$ cat config.mk
export PLATFORM = sky130hd
export DESIGN_NAME = e3fas_framer
export DESIGN_NICKNAME = d
export VERILOG_FILES = /design/src/rtl/e3fas_pkg.sv /design/src/rtl/e3fas_window.sv /design/src/rtl/e3fas_position.sv /design/src/rtl/e3fas_lock_fsm.sv /design/src/rtl/e3fas_framer.sv
export SDC_FILE = /design/constraint.sdc
export NUM_CORES = 1
export LEC_CHECK = 0
export ABC_AREA = 0
export BUFFER_PORTS_ARGS = -buffer_cell sky130_fd_sc_hd__buf_2
export CORE_MARGIN = 10
export CORE_UTILIZATION = 28
export DETAILED_ROUTE_END_ITERATION = 10
export PLACE_DENSITY = 0.46
export SLEW_MARGIN = 40
export SYNTH_ARGS = -nofsm -noshare
export SYNTH_HDL_FRONTEND = slang
export SYNTH_HIERARCHICAL = 1
export SYNTH_SLANG_ARGS = --single-unit
$ cat constraint.sdc
create_clock -name clk -period 2.4 [get_ports clk]
set_input_delay 0.12 -clock clk [delete_from_list [all_inputs] [get_ports clk]]
set_output_delay 0.12 -clock clk [all_outputs]
set_load 0.02 [all_outputs]
$ cat src/rtl/e3fas_pkg.sv
package e3fas_pkg;

    typedef enum logic [1:0] {
        ST_HUNT    = 2'd0,
        ST_VERIFY  = 2'd1,
        ST_HOLD    = 2'd2
    } align_state_e;

endpackage

$ cat src/rtl/e3fas_window.sv
module e3fas_window #(
    parameter int unsigned               SYNC_BITS = 10,
    parameter logic [SYNC_BITS-1:0]      SYNC_WORD = 10'b1111010000
) (
    input  logic clk,
    input  logic rst_n,
    input  logic bit_en,
    input  logic bit_in,
    output logic word_hit
);

    typedef struct packed {
        logic [SYNC_BITS-1:0] shreg;
    } win_t;

    win_t win_d, win_q;

    // The oldest bit sits at the MSB, so the first bit received lines up
    // with the leftmost bit of the word.
    always_comb begin
        win_d = win_q;
        if (bit_en) begin
            win_d.shreg = {win_q.shreg[SYNC_BITS-2:0], bit_in};
        end
        word_hit = bit_en && (win_d.shreg == SYNC_WORD);
    end

    always_ff @(posedge clk) begin
        if (!rst_n) begin
            win_q <= '0;
        end else begin
            win_q <= win_d;
        end
    end

    assert_shift_in_R2: assert property (@(posedge clk) disable iff (!rst_n)
        bit_en |=> (win_q.shreg[0] == $past(bit_in)));

    assert_hold_idle_R10: assert property (@(posedge clk) disable iff (!rst_n)
        !bit_en |=> $stable(win_q.shreg));

endmodule

$ cat src/rtl/e3fas_position.sv
module e3fas_position #(
    parameter int unsigned FRAME_BITS = 1536,
    parameter int unsigned SYNC_BITS  = 10,
    localparam int unsigned POS_W     = $clog2(FRAME_BITS)
) (
    input  logic             clk,
    input  logic             rst_n,
    input  logic             bit_en,
    input  logic             reload,
    output logic [POS_W-1:0] pos,
    output logic             next_at_check,
    output logic             next_at_start
);

    localparam logic [POS_W-1:0] POS_LAST  = POS_W'(FRAME_BITS - 1);
    localparam logic [POS_W-1:0] POS_CHECK = POS_W'(SYNC_BITS - 1);

    typedef struct packed {
        logic [POS_W-1:0] pos;
    } cnt_t;

    cnt_t cnt_d, cnt_q;
    logic [POS_W-1:0] pos_inc;

    always_comb begin
        pos_inc       = (cnt_q.pos == POS_LAST) ? '0 : cnt_q.pos + POS_W'(1);
        next_at_check = (pos_inc == POS_CHECK);
        next_at_start = (pos_inc == '0);
        cnt_d         = cnt_q;
        if (reload) begin
            cnt_d.pos = POS_CHECK;
        end else if (bit_en) begin
            cnt_d.pos = pos_inc;
        end
        pos = cnt_q.pos;
    end

    always_ff @(posedge clk) begin
        if (!rst_n) begin
            cnt_q <= '0;
        end else begin
            cnt_q <= cnt_d;
        end
    end

    assert_pos_range_R8: assert property (@(posedge clk) disable iff (!rst_n)
        cnt_q.pos <= POS_LAST);

    assert_reload_value_R3: assert property (@(posedge clk) disable iff (!rst_n)
        reload |=> (cnt_q.pos == POS_CHECK));

    assert_wrap_R8: assert property (@(posedge clk) disable iff (!rst_n)
        (bit_en && !reload && cnt_q.pos == POS_LAST) |=> (cnt_q.pos == '0));

    assert_pos_idle_R10: assert property (@(posedge clk) disable iff (!rst_n)
        !bit_en |=> $stable(cnt_q.pos));

endmodule

$ cat src/rtl/e3fas_lock_fsm.sv
module e3fas_lock_fsm
    import e3fas_pkg::*;
#(
    parameter int unsigned LOCK_HITS   = 3,
    parameter int unsigned DROP_MISSES = 4
) (
    input  logic clk,
    input  logic rst_n,
    input  logic bit_en,
    input  logic word_hit,
    input  logic at_check,
    input  logic at_start,
    output logic reload,
    output logic in_frame,
    output logic frame_pulse
);

    localparam int unsigned CNT_MAX = (LOCK_HITS > DROP_MISSES) ? LOCK_HITS : DROP_MISSES;
    localparam int unsigned CNT_W   = $clog2(CNT_MAX + 1);
    localparam logic [CNT_W-1:0] HITS_NEED  = CNT_W'(LOCK_HITS);
    localparam logic [CNT_W-1:0] MISS_LIMIT = CNT_W'(DROP_MISSES);

    typedef struct packed {
        align_state_e     state;
        logic [CNT_W-1:0] hits;
        logic [CNT_W-1:0] miss;
        logic             pulse;
    } fsm_t;

    fsm_t fsm_d, fsm_q;

    always_comb begin
        fsm_d       = fsm_q;
        fsm_d.pulse = 1'b0;
        reload      = 1'b0;
        if (bit_en) begin
            unique case (fsm_q.state)
                ST_HUNT: begin
                    if (word_hit) begin
                        reload = 1'b1;
                        if (LOCK_HITS <= 1) begin
                            fsm_d.state = ST_HOLD;
                            fsm_d.miss  = '0;
                        end else begin
                            fsm_d.state = ST_VERIFY;
                            fsm_d.hits  = CNT_W'(1);
                        end
                    end
                end
                ST_VERIFY: begin
                    if (at_check) begin
                        if (word_hit) begin
                            if (fsm_q.hits + CNT_W'(1) >= HITS_NEED) begin
                                fsm_d.state = ST_HOLD;
                                fsm_d.hits  = '0;
                                fsm_d.miss  = '0;
                            end else begin
                                fsm_d.hits = fsm_q.hits + CNT_W'(1);
                            end
                        end else begin
                            fsm_d.state = ST_HUNT;
                            fsm_d.hits  = '0;
                        end
                    end
                end
                ST_HOLD: begin
                    if (at_check) begin
                        if (word_hit) begin
                            fsm_d.miss = '0;
                        end else if (fsm_q.miss + CNT_W'(1) >= MISS_LIMIT) begin
                            fsm_d.state = ST_HUNT;
                            fsm_d.miss  = '0;
                        end else begin
                            fsm_d.miss = fsm_q.miss + CNT_W'(1);
                        end
                    end
                end
                default: begin
                    fsm_d.state = ST_HUNT;
                end
            endcase
            fsm_d.pulse = (fsm_d.state == ST_HOLD) && at_start && !reload;
        end
        in_frame    = (fsm_q.state == ST_HOLD);
        frame_pulse = fsm_q.pulse;
    end

    always_ff @(posedge clk) begin
        if (!rst_n) begin
            fsm_q <= '{state: ST_HUNT, hits: '0, miss: '0, pulse: 1'b0};
        end else begin
            fsm_q <= fsm_d;
        end
    end

    assert_lock_via_verify_R4: assert property (@(posedge clk) disable iff (!rst_n)
        (LOCK_HITS > 1 && $rose(in_frame)) |-> ($past(fsm_q.state) == ST_VERIFY));

    assert_drop_after_misses_R6: assert property (@(posedge clk) disable iff (!rst_n)
        $fell(in_frame) |-> ($past(fsm_q.miss) == MISS_LIMIT - CNT_W'(1)));

    assert_good_clears_miss_R7: assert property (@(posedge clk) disable iff (!rst_n)
        (bit_en && fsm_q.state == ST_HOLD && at_check && word_hit) |=> (fsm_q.miss == '0));

    assert_verify_fail_R5: assert property (@(posedge clk) disable iff (!rst_n)
        (bit_en && fsm_q.state == ST_VERIFY && at_check && !word_hit) |=> (fsm_q.state == ST_HUNT));

    assert_pulse_locked_R9: assert property (@(posedge clk) disable iff (!rst_n)
        frame_pulse |-> in_frame);

    assert_pulse_single_R9: assert property (@(posedge clk) disable iff (!rst_n)
        frame_pulse |=> !frame_pulse);

endmodule

$ cat src/rtl/e3fas_framer.sv
module e3fas_framer #(
    parameter int unsigned               FRAME_BITS  = 1536,
    parameter int unsigned               SYNC_BITS   = 10,
    parameter logic [SYNC_BITS-1:0]      SYNC_WORD   = 10'b1111010000,
    parameter int unsigned               LOCK_HITS   = 3,
    parameter int unsigned               DROP_MISSES = 4,
    localparam int unsigned              POS_W       = $clog2(FRAME_BITS)
) (
    input  logic             clk,
    input  logic             rst_n,
    input  logic             bit_en,
    input  logic             bit_in,
    output logic             in_frame,
    output logic             frame_pulse,
    output logic [POS_W-1:0] bit_pos
);

    logic word_hit;
    logic reload;
    logic at_check;
    logic at_start;

    e3fas_window #(
        .SYNC_BITS (SYNC_BITS),
        .SYNC_WORD (SYNC_WORD)
    ) u_window (
        .clk      (clk),
        .rst_n    (rst_n),
        .bit_en   (bit_en),
        .bit_in   (bit_in),
        .word_hit (word_hit)
    );

    e3fas_position #(
        .FRAME_BITS (FRAME_BITS),
        .SYNC_BITS  (SYNC_BITS)
    ) u_position (
        .clk           (clk),
        .rst_n         (rst_n),
        .bit_en        (bit_en),
        .reload        (reload),
        .pos           (bit_pos),
        .next_at_check (at_check),
        .next_at_start (at_start)
    );

    e3fas_lock_fsm #(
        .LOCK_HITS   (LOCK_HITS),
        .DROP_MISSES (DROP_MISSES)
    ) u_lock (
        .clk         (clk),
        .rst_n       (rst_n),
        .bit_en      (bit_en),
        .word_hit    (word_hit),
        .at_check    (at_check),
        .at_start    (at_start),
        .reload      (reload),
        .in_frame    (in_frame),
        .frame_pulse (frame_pulse)
    );

    assert_pulse_at_zero_R9: assert property (@(posedge clk) disable iff (!rst_n)
        frame_pulse |-> (bit_pos == '0 && in_frame));

    assert_pulse_needs_bit_R9: assert property (@(posedge clk) disable iff (!rst_n)
        frame_pulse |-> $past(bit_en));

endmodule

# [Yosys cells after proc, flatten, opt, wreduce, memory -nomap -nowiden]
# Index checks and enable logic that the tools add are counted.
[totals] ff_bits=30 inputBits=4 output_inout_bits=13 wordCells=62
[classes] add_sub_neg=3 magnitude_cmp=2 n_eq_ne=11 n_mux=25 bitwise=1 n_reduce_logical=13
[op_table] operator="$mux 3" count=6
[op_table] operator="$pmux 3 s2" count=2
[op_table] operator="$add 11x1->11 const B" count=1
[op_table] operator="$eq 11x11->1 const B" count=1
[op_table] operator="$eq 11x4->1 const B" count=1
[op_table] operator="$logic_not 11->1" count=1
[op_table] operator="$mux 11" count=1
[op_table] operator="$eq 10x10->1 const B" count=1
[op_table] operator="$mux 10" count=1
[op_table] operator="$mux 2" count=5
[op_table] operator="$mux 5" count=2
[op_table] operator="$mux 4" count=2
[op_table] operator="$mux 8" count=1
[op_table] operator="$ne 2x1->1 const B" count=4
[op_table] operator="$add 3x1->3 const B" count=2
[op_table] operator="$pmux 2 s3" count=1
[op_table] operator="$reduce_and 6->1" count=1
[op_table] operator="$reduce_bool 2->1" count=3
[op_table] operator="$eq 2x2->1 const B" count=2
[op_table] operator="$mux 1" count=4
[op_table] operator="$reduce_and 4->1" count=1
[op_table] operator="$ge 3x2->1 const B" count=1
[op_table] operator="$ge 3x3->1 const B" count=1
[op_table] operator="$logic_and 1x1->1" count=3
[op_table] operator="other kinds (7)" count=7

# [Logic depth before layout (Yosys ltp)]
# Gate-level depths: netlist of the first run.
[logic_depth] word_depth=10 depth_mapped=10 mapped_depth_nobuf=8

# [Hierarchy]
# Netlist of the first run, hierarchy kept.
[modules_own_cells] mod="e3fas_position" instances=1 cells_each=95 area_per_inst_um2=780.7 seq_area_each_um2=220.2
[modules_own_cells] mod="e3fas_lock_fsm" instances=1 cells_each=71 area_per_inst_um2=613.1 seq_area_each_um2=180.2
[modules_own_cells] mod="e3fas_window" instances=1 cells_each=32 area_per_inst_um2=377.9 seq_area_each_um2=180.2

# [Worst setup path before layout of the first run]
# No wires, ideal clock.
[synth_timing] path_kind="register to register" start="register, netlist name u_position/pos[1]" end="register u_lock/fsm_q[4] (netlist bit)" setup_time_ns=0.120 t_arrival_ns=2.405 required_time_ns=2.280 slack_ns=-0.125 stages_incl_launch_ff=11 n_path_buf=2 synth_period_minus_slack_ns=2.525 cell_sequence="dfxtp_1 ha_1 buf_2 and4b_1 o211ai_1 a32o_1 nor4b_2 buf_2 inv_1 o31a_1 o31a_1"
[synth_via] elab_chain_cells=5 elab_cells_between_ends=6 cone_classes="1 x add/sub; 3 x eq/ne; 1 x mux; 1 x reduce/logical"
[synth_rtl] item="$add 11x1->11 / $eq 11x11->1 (equally long branches)" line_no="e3fas_position.sv:26" text="pos_inc = (cnt_q.pos == POS_LAST) ? '0 : cnt_q.pos + POS_W'(1);"
[synth_rtl] item="$mux 11 *" line_no="e3fas_position.sv:26"
[synth_rtl] item="$eq 11x4->1 *" line_no="e3fas_position.sv:27" text="next_at_check = (pos_inc == POS_CHECK);"
[synth_rtl] item="via at_check" line_no="e3fas_framer.sv:20" text="logic at_check;"
[synth_rtl] item="$ne 2x2->1 (no line) *"
[synth_rtl] item="$reduce_and 4->1 (no line) *"
[synth_rtl] item="to (signal assigned)" line_no="e3fas_lock_fsm.sv:90" text="fsm_q <= '{state: ST_HUNT, hits: '0, miss: '0, pulse: 1'b0};"
[synth_rtl] item="to (signal assigned)" line_no="e3fas_lock_fsm.sv:92" text="fsm_q <= fsm_d;"
[synth_rtl] item="to (decl)" line_no="e3fas_lock_fsm.sv:30" text="fsm_t fsm_d, fsm_q;"
# The timed path passes the listed nets; every way through them passes the cells marked *.
# A chain may end at the register's enable or synchronous reset.

# [Final worst setup path of the first run]
[layout_timing] start="register, netlist name u_position/pos[5]" end="register u_lock/fsm_q[4] (netlist bit)"
[layout_via] elab_chain_cells=5 elab_cells_between_ends=6 cone_classes="1 x add/sub; 3 x eq/ne; 1 x mux; 1 x reduce/logical"
[layout_rtl] item="$add 11x1->11 / $eq 11x11->1 (equally long branches)" line_no="e3fas_position.sv:26"
[layout_rtl] item="$mux 11 *" line_no="e3fas_position.sv:26"
[layout_rtl] item="$eq 11x4->1 *" line_no="e3fas_position.sv:27"
[layout_rtl] item="via at_check" line_no="e3fas_framer.sv:20"
[layout_rtl] item="$ne 2x2->1 (no line) *"
[layout_rtl] item="$reduce_and 4->1 (no line) *"
# Marked as above.

==> results.py, run 1 <==
metrics = {
    "logic_synthesis": {
        "synthCells": 198,
        "yosys_warnings": 6,
        "ys_ff_latch": 29,
        "async_reset_ff_frac": 0,
        "synth_ff_type": "dfxtp_1",
        "syn_area_sq_um": 1770,
        "ys_seq_area_frac": 0.328,
        "syn-num-nets": 208,
        "synth_edf_count": 0,
        "synth.distinct_cells": 54,
        "syn_area_per_cell_sq_um": 8.95,
    },
    "timing": {
        "setup_tns_ns": 0,
        "finalClockSkew_ns": 0.00728,
        "hold_viol_final": 0,
        "fin_crit_sh": 0.942,
        "finalCriticalPeriod_ns": 2.26,
        "maxSlewHeadroom": 0.709,
        "holdWs_ns": 0.111,
        "worstMarginPinSlew_ns": 0.433,
        "grt_setup_unrepaired": "false",
        "finalSetupViolations": 0,
        "slew_viol_final": 0,
        "timing.fmax_ghz": 0.442,
        "setup_ws_ns": 0.139,
    },
    "cells_and_area": {
        "nFillCells": 631,
        "area_growth_pct": 24.4,
        "nets": 239,
        "multi_input_area_sq_um": 1130,
        "utilization": 0.366,
        "antennaDiodeCount": 0,
        "drive_above_1_share": 0.274,
        "layout.cells.non_filler": 305,
        "design_area_sq_um": 2200,
        "seqCellArea_sq_um": 586,
    },
    "clocking": {
        "root_buffer": "clkbuf_8",
        "cts_tree": "built",
        "cts.reportedPaths.clkPinSlew_ns": 0.07,
        "clk_latency_ns": 0.29,
        "h-tree-depth": 2,
        "numCtsBuffers": 5,
        "cts.path.max_buffers": 2,
        "clock_sinks": 29,
        "cts_hold_buf": 0,
    },
    "floorplan": {
        "std_cell_rows": 28,
        "dieArea_sq_um": 9910,
        "core-area_sq_um": 6030,
        "die_y_um": 99.5,
        "num_io_pins": 17,
        "start_util": 0.294,
        "die_x_um": 99.5,
    },
    "critical_path": {
        "cp_common_cell": "o31a_1",
        "arrival_ns": 2.44,
        "crit_buf_inv": 2,
        "cp.required_ns": 2.58,
        "crit_family": "compound AO/OA/AOI/OAI gates",
        "slowest_stage": "dfxtp_1",
        "max_stage_delay_ns": 0.46,
        "endpoint_kind": "register",
        "path_class": "reg -> reg",
        "cp-start-kind": "register",
        "path_cells": "and4_4 > o211ai_1 > a32o_1 > nor4b_2 > buf_4 > inv_1 > o31a_1 > o31a_1",
        "crit_path_max_fanout": 7,
    },
    "grt": {
        "grt_max_degree": 24,
        "overflow": 0,
        "grt_pass1_wl_mm": 7.32,
        "antenna_found_initial": 0,
        "grt_pass1_vias": 1529,
        "grt.total_usage": 0.0885,
    },
    "place": {
        "numPortBuffers": 16,
        "hpwl_mm": 3.11,
        "place_inst": 294,
        "preCtsSetupSlack_ns": 0.0956,
        "place.gp.congestion": 0.790,
        "placed_area_sq_um": 2010,
    },
    "worst_hold_path": {
        "hold_path_class": "in -> reg",
    },
    "status": {
        "outcome": "finished clean",
    },
    "route": {
        "num_vias": 1540,
        "first_pass_iters": 4,
        "drt-wirelength-per-cell_um": 14.4,
        "drtIter0Drc": 66,
        "detail-route-antenna-nets": 0,
        "routed_via_density": 5.05,
        "wl_mm": 4.40,
        "drc": 0,
    },
    "power": {
        "irDropWorstVdd_uv": 324,
        "power_mw": 1.19,
        "power_density_nw_per_um2": 539,
        "power.leakage_nw": 0.900,
    },
    "job": {
        "drv_cap": 0,
    },
}
cells in the mapped netlist, types with 3 or more instances:
library cell | n | area share
o31ai_1 | 3 | 0.013
and2_1 | 3 | 0.011
xor2_1 | 5 | 0.025
nor4_1 | 4 | 0.014
nor3_1 | 5 | 0.014
ha_1 | 6 | 0.042
nand2_1 | 12 | 0.025
mux2i_1 | 13 | 0.073
dfxtp_1 | 29 | 0.33
nor2b_1 | 12 | 0.042
xnor2_1 | 3 | 0.015
a21oi_1 | 6 | 0.017
o21ai_0 | 3 | 0.0085
nand3_1 | 5 | 0.014
nand2b_1 | 4 | 0.014
o31a_1 | 3 | 0.015
clkbuf_1 | 3 | 0.0064
buf_2 | 8 | 0.023
inv_1 | 8 | 0.017
nor2_1 | 14 | 0.030
area by class of cell:
type	count	area share
clock inverter	3	0.0295
tap	75	0.0426
clock buffer	5	0.0312
inverter	8	0.0136
sequential	29	0.266
timing repair buffer	36	0.104
multi-input combinational	149	0.513
what timing repair did:
| action | in CTS | in global routing |
|---|---|---|
| endpoints found under the setup margin | 0 | 3 |
| resized for setup | 0 | 9 |
| setup buffers | 0 | 3 |
| endpoints found under the hold margin | 0 | 0 |
where the power goes:
group | switching [mW] | internal, mW | total [mW] | leakage [nW]
sequential | 0.00434 | 0.487 | 0.492 | 0.236
combinational | 0.0465 | 0.0302 | 0.0766 | 0.596
clock | 0.207 | 0.412 | 0.619 | 0.0681
final timing paths:
check | startpoint | endpoint | slack [ns] | depth (start not counted)
worst max-delay path | u_position/pos[5] | u_lock/fsm_q[4] | 0.14 | 8
worst min register to register | u_lock/fsm_q[3] | u_lock/fsm_q[3] | 0.46 | 2
worst max register to register | u_position/pos[5] | u_lock/fsm_q[4] | 0.14 | 8
worst min-delay path | bit_in | u_window/win_q[0] | 0.11 | 3
state kept, by name, summed over array words and instances (netlist names):
register	count
u_position/pos	11
u_window/win_q	9
u_lock/fsm_q	8
u_lock/frame_pulse	1
routing by layer:
metal / share of wire / global-route usage / up-vias
li1: - / - / 800
met1: 0.50 / 0.109 / 713
met2: 0.44 / 0.136 / 23
met3: 0.049 / 0.0318 / 4
met4: 0.010 / 0.0364 / 0
met5: 0 / 0 / -
cells in the final DEF, fill, tap and decap left out, types with 3 or more instances in the layout:
cell type | Yosys | final
xor2_1 | 5 | 5
buf_4 | 0 | 20
nor2b_1 | 12 | 12
nor4_1 | 4 | 3
and2_1 | 3 | 3
buf_2 | 8 | 16
inv_1 | 8 | 8
nor2_1 | 14 | 14
nor3_1 | 5 | 4
o31ai_1 | 3 | 3
nand3_1 | 5 | 5
xnor2_1 | 3 | 3
dfxtp_2 | 0 | 4
clkbuf_8 | 0 | 5
nand2b_1 | 4 | 4
a21oi_1 | 6 | 6
dfxtp_1 | 29 | 25
o31a_1 | 3 | 3
nand2_1 | 12 | 12
ha_1 | 6 | 6
mux2i_1 | 13 | 13
o21ai_0 | 3 | 3
cell families (layout without fill, tap and decap cells):
logic type | count (synthesis) | count (layout) | share of synthesized area
AO/OA/AOI/OAI | 37 | 37 | 0.161
XOR/XNOR | 8 | 8 | 0.0395
adder cells (fa/ha/maj) | 6 | 6 | 0.0424
buffers and inverters | 20 | 52 | 0.0523
flip-flops | 29 | 29 | 0.328
multiplexers | 13 | 13 | 0.0734
AND/OR/NAND/NOR | 85 | 85 | 0.304
worst register-to-register path, stage by stage (launching register included):
cell and delay [ns]:
dfxtp_1 0.46, and4_4 0.31, o211ai_1 0.09, a32o_1 0.27
nor4b_2 0.29, buf_4 0.19, inv_1 0.06, o31a_1 0.26
o31a_1 0.23
(Power assumes the default switching activity.)
==> run 2, diff against run 1 <==
ABC_AREA = 1   (was 0)
==> results.py, run 2 <==
metrics = {
    "timing": {
        "finalSetupViolations": 0,
        "setup_tns_ns": 0,
        "worstMarginPinSlew_ns": 0.588,
        "finalClockSkew_ns": 0.00501,
        "finalCriticalPeriod_ns": 2.14,
        "setup_ws_ns": 0.259,
        "grt_setup_unrepaired": "false",
        "slew_viol_final": 0,
        "maxSlewHeadroom": 0.607,
        "holdWs_ns": 0.107,
        "hold_viol_final": 0,
        "timing.fmax_ghz": 0.467,
        "fin_crit_sh": 0.892,
    },
    "power": {
        "power_density_nw_per_um2": 608,
        "power_mw": 1.18,
        "power.leakage_nw": 0.878,
        "irDropWorstVdd_uv": 291,
    },
    "logic_synthesis": {
        "synth_ff_type": "dfxtp_1",
        "synth_top_area_cell": "dfxtp_1",
        "syn-num-nets": 265,
        "ys_ff_latch": 29,
        "ys_seq_area_frac": 0.354,
        "synth_edf_count": 0,
        "yosys_warnings": 6,
        "syn_area_sq_um": 1640,
        "synth.most_common_cell": "nand2_1",
        "synth.distinct_cells": 23,
        "async_reset_ff_frac": 0,
        "synthCells": 255,
        "synth_top_area_frac": 0.354,
        "syn_area_per_cell_sq_um": 6.44,
        "synth.top_cells.by_count": "71 x nand2_1, 32 x nor2_1, 31 x inv_1",
        "synth.area.top_cells": "dfxtp_1 35%, nand2_1 16%, a21oi_1 7.9%",
    },
    "cells_and_area": {
        "mostFrequentLayoutCell": "nand2_1",
        "layout.cells.non_filler": 351,
        "antennaDiodeCount": 0,
        "nets": 288,
        "top_regs": "u_position/pos: 11 flops, u_window/win_q: 9 flops, u_lock/fsm_q: 8 flops",
        "area_growth_pct": 17.9,
        "largest_register_ffs": 11,
        "largest-register": "u_position/pos",
        "utilization": 0.345,
        "seqCellArea_sq_um": 582,
        "nFillCells": 627,
        "multi_input_area_sq_um": 917,
        "design_area_sq_um": 1940,
        "layout_common_cells": "71 x nand2_1, 32 x nor2_1, 31 x inv_1",
        "drive_above_1_share": 0.154,
    },
    "status": {
        "outcome": "finished clean",
    },
    "clocking": {
        "cts_tree": "built",
        "cts.reportedPaths.clkPinSlew_ns": 0.07,
        "cts_setup_buffers": 0,
        "clock_sinks": 29,
        "cts_hold_buf": 0,
        "clk_latency_ns": 0.28,
        "h-tree-depth": 2,
        "cts.path.max_buffers": 2,
        "root_buffer": "clkbuf_8",
        "numCtsBuffers": 5,
    },
    "route": {
        "first_pass_iters": 4,
        "drt-wirelength-per-cell_um": 11.2,
        "wl_mm": 3.94,
        "drc": 0,
        "detail-route-antenna-nets": 0,
        "routed_via_density": 4.54,
        "num_vias": 1592,
        "drtIter0Drc": 115,
    },
    "grt": {
        "grt_pass1_vias": 1419,
        "grt_util_met1": 0.110,
        "antenna_found_initial": 0,
        "grtUsageMet2": 0.138,
        "grt.total_usage": 0.0889,
        "grt_max_degree": 25,
        "overflow": 0,
        "grt_util_met3": 0.0278,
        "grt-busiest-layer": "met2",
        "grt_pass1_wl_mm": 6.53,
    },
    "floorplan": {
        "die_x_um": 96.6,
        "std_cell_rows": 27,
        "die_y_um": 96.6,
        "dieArea_sq_um": 9330,
        "num_io_pins": 17,
        "core-area_sq_um": 5610,
        "start_util": 0.293,
    },
    "worst_hold_path": {
        "hold_path_class": "in -> reg",
    },
    "critical_path": {
        "cp-start-kind": "register",
        "crit_path_max_fanout": 7,
        "endpoint_kind": "register",
        "arrival_ns": 2.31,
        "path_class": "reg -> reg",
        "cp.required_ns": 2.57,
    },
    "place": {
        "placed_area_sq_um": 1810,
        "numPortBuffers": 16,
        "place_inst": 343,
        "preCtsSetupSlack_ns": 0.207,
        "place.gp.congestion": 0.841,
        "hpwl_mm": 2.92,
    },
    "job": {
        "drv_cap": 0,
    },
}
-- run 2: worst max-delay path: stages (launching register included) --
cell and delay (ns):
dfxtp_2 0.37, ha_1 0.20, nand2_2 0.09, nor2_2 0.16, nand3_2 0.20, nand3_1 0.17
nand3_1 0.13, nor2_1 0.17, inv_1 0.09, nor2_1 0.10, nand3_1 0.08, nand3_1 0.07
nand2_1 0.07, nand2_1 0.07, a21oi_2 0.05
-- run 2: what timing repair did --
action                                  CTS  global route
resized for setup                         0             1
hold endpoints to repair                  0             0
endpoints found under the setup margin    0             5
-- run 2: kinds of logic (layout without fill, tap and decap cells) --
kind of cell	after synthesis	count (layout)	synth area share
compound gates	41	41	0.133
fa+ha+maj	6	6	0.0457
simple gates	140	140	0.364
buf+inv	36	60	0.0876
flops	29	29	0.354
xor+xnor	3	3	0.0160
-- run 2: layout make-up --
| type | count | area share |
|---|---|---|
| inverter | 33 | 0.0640 |
| clock inverter | 2 | 0.0194 |
| sequential | 29 | 0.301 |
| tap | 72 | 0.0465 |
| multi-input combinational | 190 | 0.474 |
| clock buffer | 6 | 0.0427 |
| timing repair buffer | 19 | 0.0530 |
-- run 2: path summary, 6_finish.rpt --
kind                          start           endpoint  cells after the start  slack [ns]
setup / recovery  u_position/pos[1]    u_lock/fsm_q[8]                     14        0.26
hold reg to reg     u_lock/fsm_q[3]    u_lock/fsm_q[3]                      2        0.46
setup reg to reg  u_position/pos[1]    u_lock/fsm_q[8]                     14        0.26
hold / removal               bit_in  u_window/win_q[0]                      3        0.11
-- run 2: power by group --
group | switching (mW) | internal [mW] | leakage, nW | total, mW
Clock | 0.195 | 0.337 | 0.0574 | 0.532
Combinational | 0.0818 | 0.0405 | 0.583 | 0.122
Sequential | 0.0207 | 0.501 | 0.238 | 0.522
-- run 2: per-layer routing --
| layer | up-vias | routed length [um] |
|---|---|---|
| li1 | 858 | - |
| met1 | 706 | 1900 |
| met2 | 21 | 1780 |
| met3 | 7 | 184 |
| met4 | 0 | 78 |
| met5 | - | 0 |
==> run 3, diff against run 2 <==
BUFFER_PORTS_ARGS = -buffer_cell sky130_fd_sc_hd__buf_4   (was -buffer_cell sky130_fd_sc_hd__buf_2)
==> results.py, run 3 (synthesis gave the netlist of run 2 again) <==
metrics = {
    "clocking": {
        "cts_setup_buffers": 0,
        "root_buffer": "clkbuf_8",
        "cts_tree": "built",
        "h-tree-depth": 2,
        "clk_latency_ns": 0.28,
        "clock_sinks": 29,
        "cts.reportedPaths.clkPinSlew_ns": 0.06,
        "numCtsBuffers": 5,
        "cts.path.max_buffers": 2,
    },
    "route": {
        "detail-route-antenna-nets": 0,
        "first_pass_iters": 4,
        "num_vias": 1600,
        "drt-wirelength-per-cell_um": 11.3,
        "wl_mm": 3.98,
        "drtIter0Drc": 54,
        "routed_via_density": 4.56,
        "drc": 0,
    },
    "place": {
        "hpwl_mm": 2.93,
        "place.gp.congestion": 0.798,
        "numPortBuffers": 16,
    },
    "timing": {
        "finalSetupViolations": 0,
        "setup_tns_ns": 0,
        "holdWs_ns": 0.124,
        "finalCriticalPeriod_ns": 2.11,
        "hold_viol_final": 0,
        "grt_setup_unrepaired": "false",
        "fin_crit_sh": 0.878,
        "slew_viol_final": 0,
        "maxSlewHeadroom": 0.612,
        "timing.fmax_ghz": 0.475,
        "worstMarginPinSlew_ns": 0.579,
        "finalClockSkew_ns": 0.00267,
    },
    "power": {
        "power_mw": 1.18,
        "power_density_nw_per_um2": 596,
        "power.leakage_nw": 0.884,
        "irDropWorstVdd_uv": 238,
    },
    "critical_path": {
        "startpoint": "u_position/pos[1]",
        "slowest_stage": "dfxtp_2",
        "cp_common_cell": "nand3_1",
        "max_stage_delay_ns": 0.37,
        "cp.required_ns": 2.57,
        "crit_path_end": "u_lock/fsm_q[8]",
        "cp-start-kind": "register",
        "path_cells": "ha_1 > nand2_2 > nor2_2 > nand3_4 > nand3_1 > nand3_1 > nor2_1 > inv_1 > nor2_1 > nand3_1 > nand3_1 > nand2_1 > nand2_1 > a21oi_2",
        "r2r_slack_ns": 0.29,
        "reg2reg_from": "u_position/pos[1]",
        "crit_path_max_fanout": 7,
        "reg2reg_depth": 14,
        "path_class": "reg -> reg",
        "endpoint_kind": "register",
        "reg2reg_to": "u_lock/fsm_q[8]",
        "arrival_ns": 2.28,
    },
    "cells_and_area": {
        "seqCellArea_sq_um": 582,
        "largest_register_ffs": 11,
        "largest-register": "u_position/pos",
        "mostFrequentLayoutCell": "nand2_1",
        "nFillCells": 641,
        "drive_above_1_share": 0.151,
        "antennaDiodeCount": 0,
        "layout_common_cells": "71 x nand2_1, 32 x nor2_1, 31 x inv_1",
        "top_regs": "u_position/pos: 11 flops, u_window/win_q: 9 flops, u_lock/fsm_q: 8 flops",
        "multi_input_area_sq_um": 925,
        "area_growth_pct": 20.6,
        "nets": 288,
        "utilization": 0.353,
    },
    "floorplan": {
        "std_cell_rows": 27,
        "num_io_pins": 17,
        "core-area_sq_um": 5610,
        "start_util": 0.293,
        "dieArea_sq_um": 9330,
        "die_x_um": 96.6,
        "die_y_um": 96.6,
    },
    "grt": {
        "grt.total_usage": 0.0943,
        "antenna_found_initial": 0,
        "grt_pass1_vias": 1571,
        "grt_pass1_wl_mm": 7.05,
        "grt_max_degree": 36,
        "overflow": 0,
    },
    "status": {
        "outcome": "finished clean",
    },
    "worst_hold_path": {
        "hold_path_class": "in -> reg",
    },
    "job": {
        "drv_cap": 0,
    },
}
[run 3: changes by cell type in the layout (fill, tap and decap cells not counted), sizes merged]
cell | previous run | this run
clkbuf | 6 | 7
clkinvlp | 1 | 0
[run 3: critical path: cells and delay by family (launching register included)]
kind	cells	cell delay (ns)
adder cells (fa/ha/maj)	1	0.20
AND/OR/NAND/NOR	11	1.28
flip-flops	1	0.37
buffers and inverters	1	0.10
AO/OA/AOI/OAI	1	0.05
[run 3: layout make-up]
class	instances	share of cell area
Inverter	33	0.0626
Multi-Input combinational cell	190	0.467
Clock inverter	1	0.0152
Timing Repair Buffer	19	0.0721
Clock buffer	7	0.0436
Sequential cell	29	0.294
Tap cell	72	0.0455
[run 3: report_power, final]
group | internal, mW | switching (mW) | total [mW]
Sequential | 0.501 | 0.0214 | 0.522
Clock | 0.338 | 0.190 | 0.528
Combinational | 0.0468 | 0.0824 | 0.129
Total | 0.886 | 0.293 | 1.18
[run 3: metal layers]
metal	wire, um	GRT usage	share of wire	vias to the layer above
li1	-	-	-	858
met1	1880	0.112	0.47	710
met4	38	0.0351	0.0095	0
met2	1860	0.155	0.47	26
met5	0	0	0	-
met3	202	0.0293	0.051	6
[run 3: how the worst min path moves through the flow]
stage	startpoint	end	slack, ns	cells past startpoint
6_report	bit_in	u_window/win_q[0]	0.12	3
5_1_grt	rst_n	u_lock/fsm_q[1]	0.13	3
4_1_cts	bit_in	u_window/win_q[0]	0.12	3
3_5_place_dp	bit_in	u_window/win_q[0]	0.42	3
3_3_place_gp	bit_in	u_window/win_q[0]	0.42	3
2_1_floorplan	bit_en	u_lock/frame_pulse	0.24	2
[run 3: through the flow]
step | instances | setup WS [ns] | cell area (sq um)
floorplan | 255 | 0.301 | 1640
global placement | 343 | 0.230 | 1850
detailed placement | 343 | 0.207 | 1850
CTS | 351 | 0.181 | 1970
global route | 351 | 0.0217 | 1980
finish | 351 | 0.294 | 1980
[run 3: repair_timing]
action	CTS	global route
endpoints found under the setup margin	0	6
gates resized for setup	0	2
hold buffers	0	0
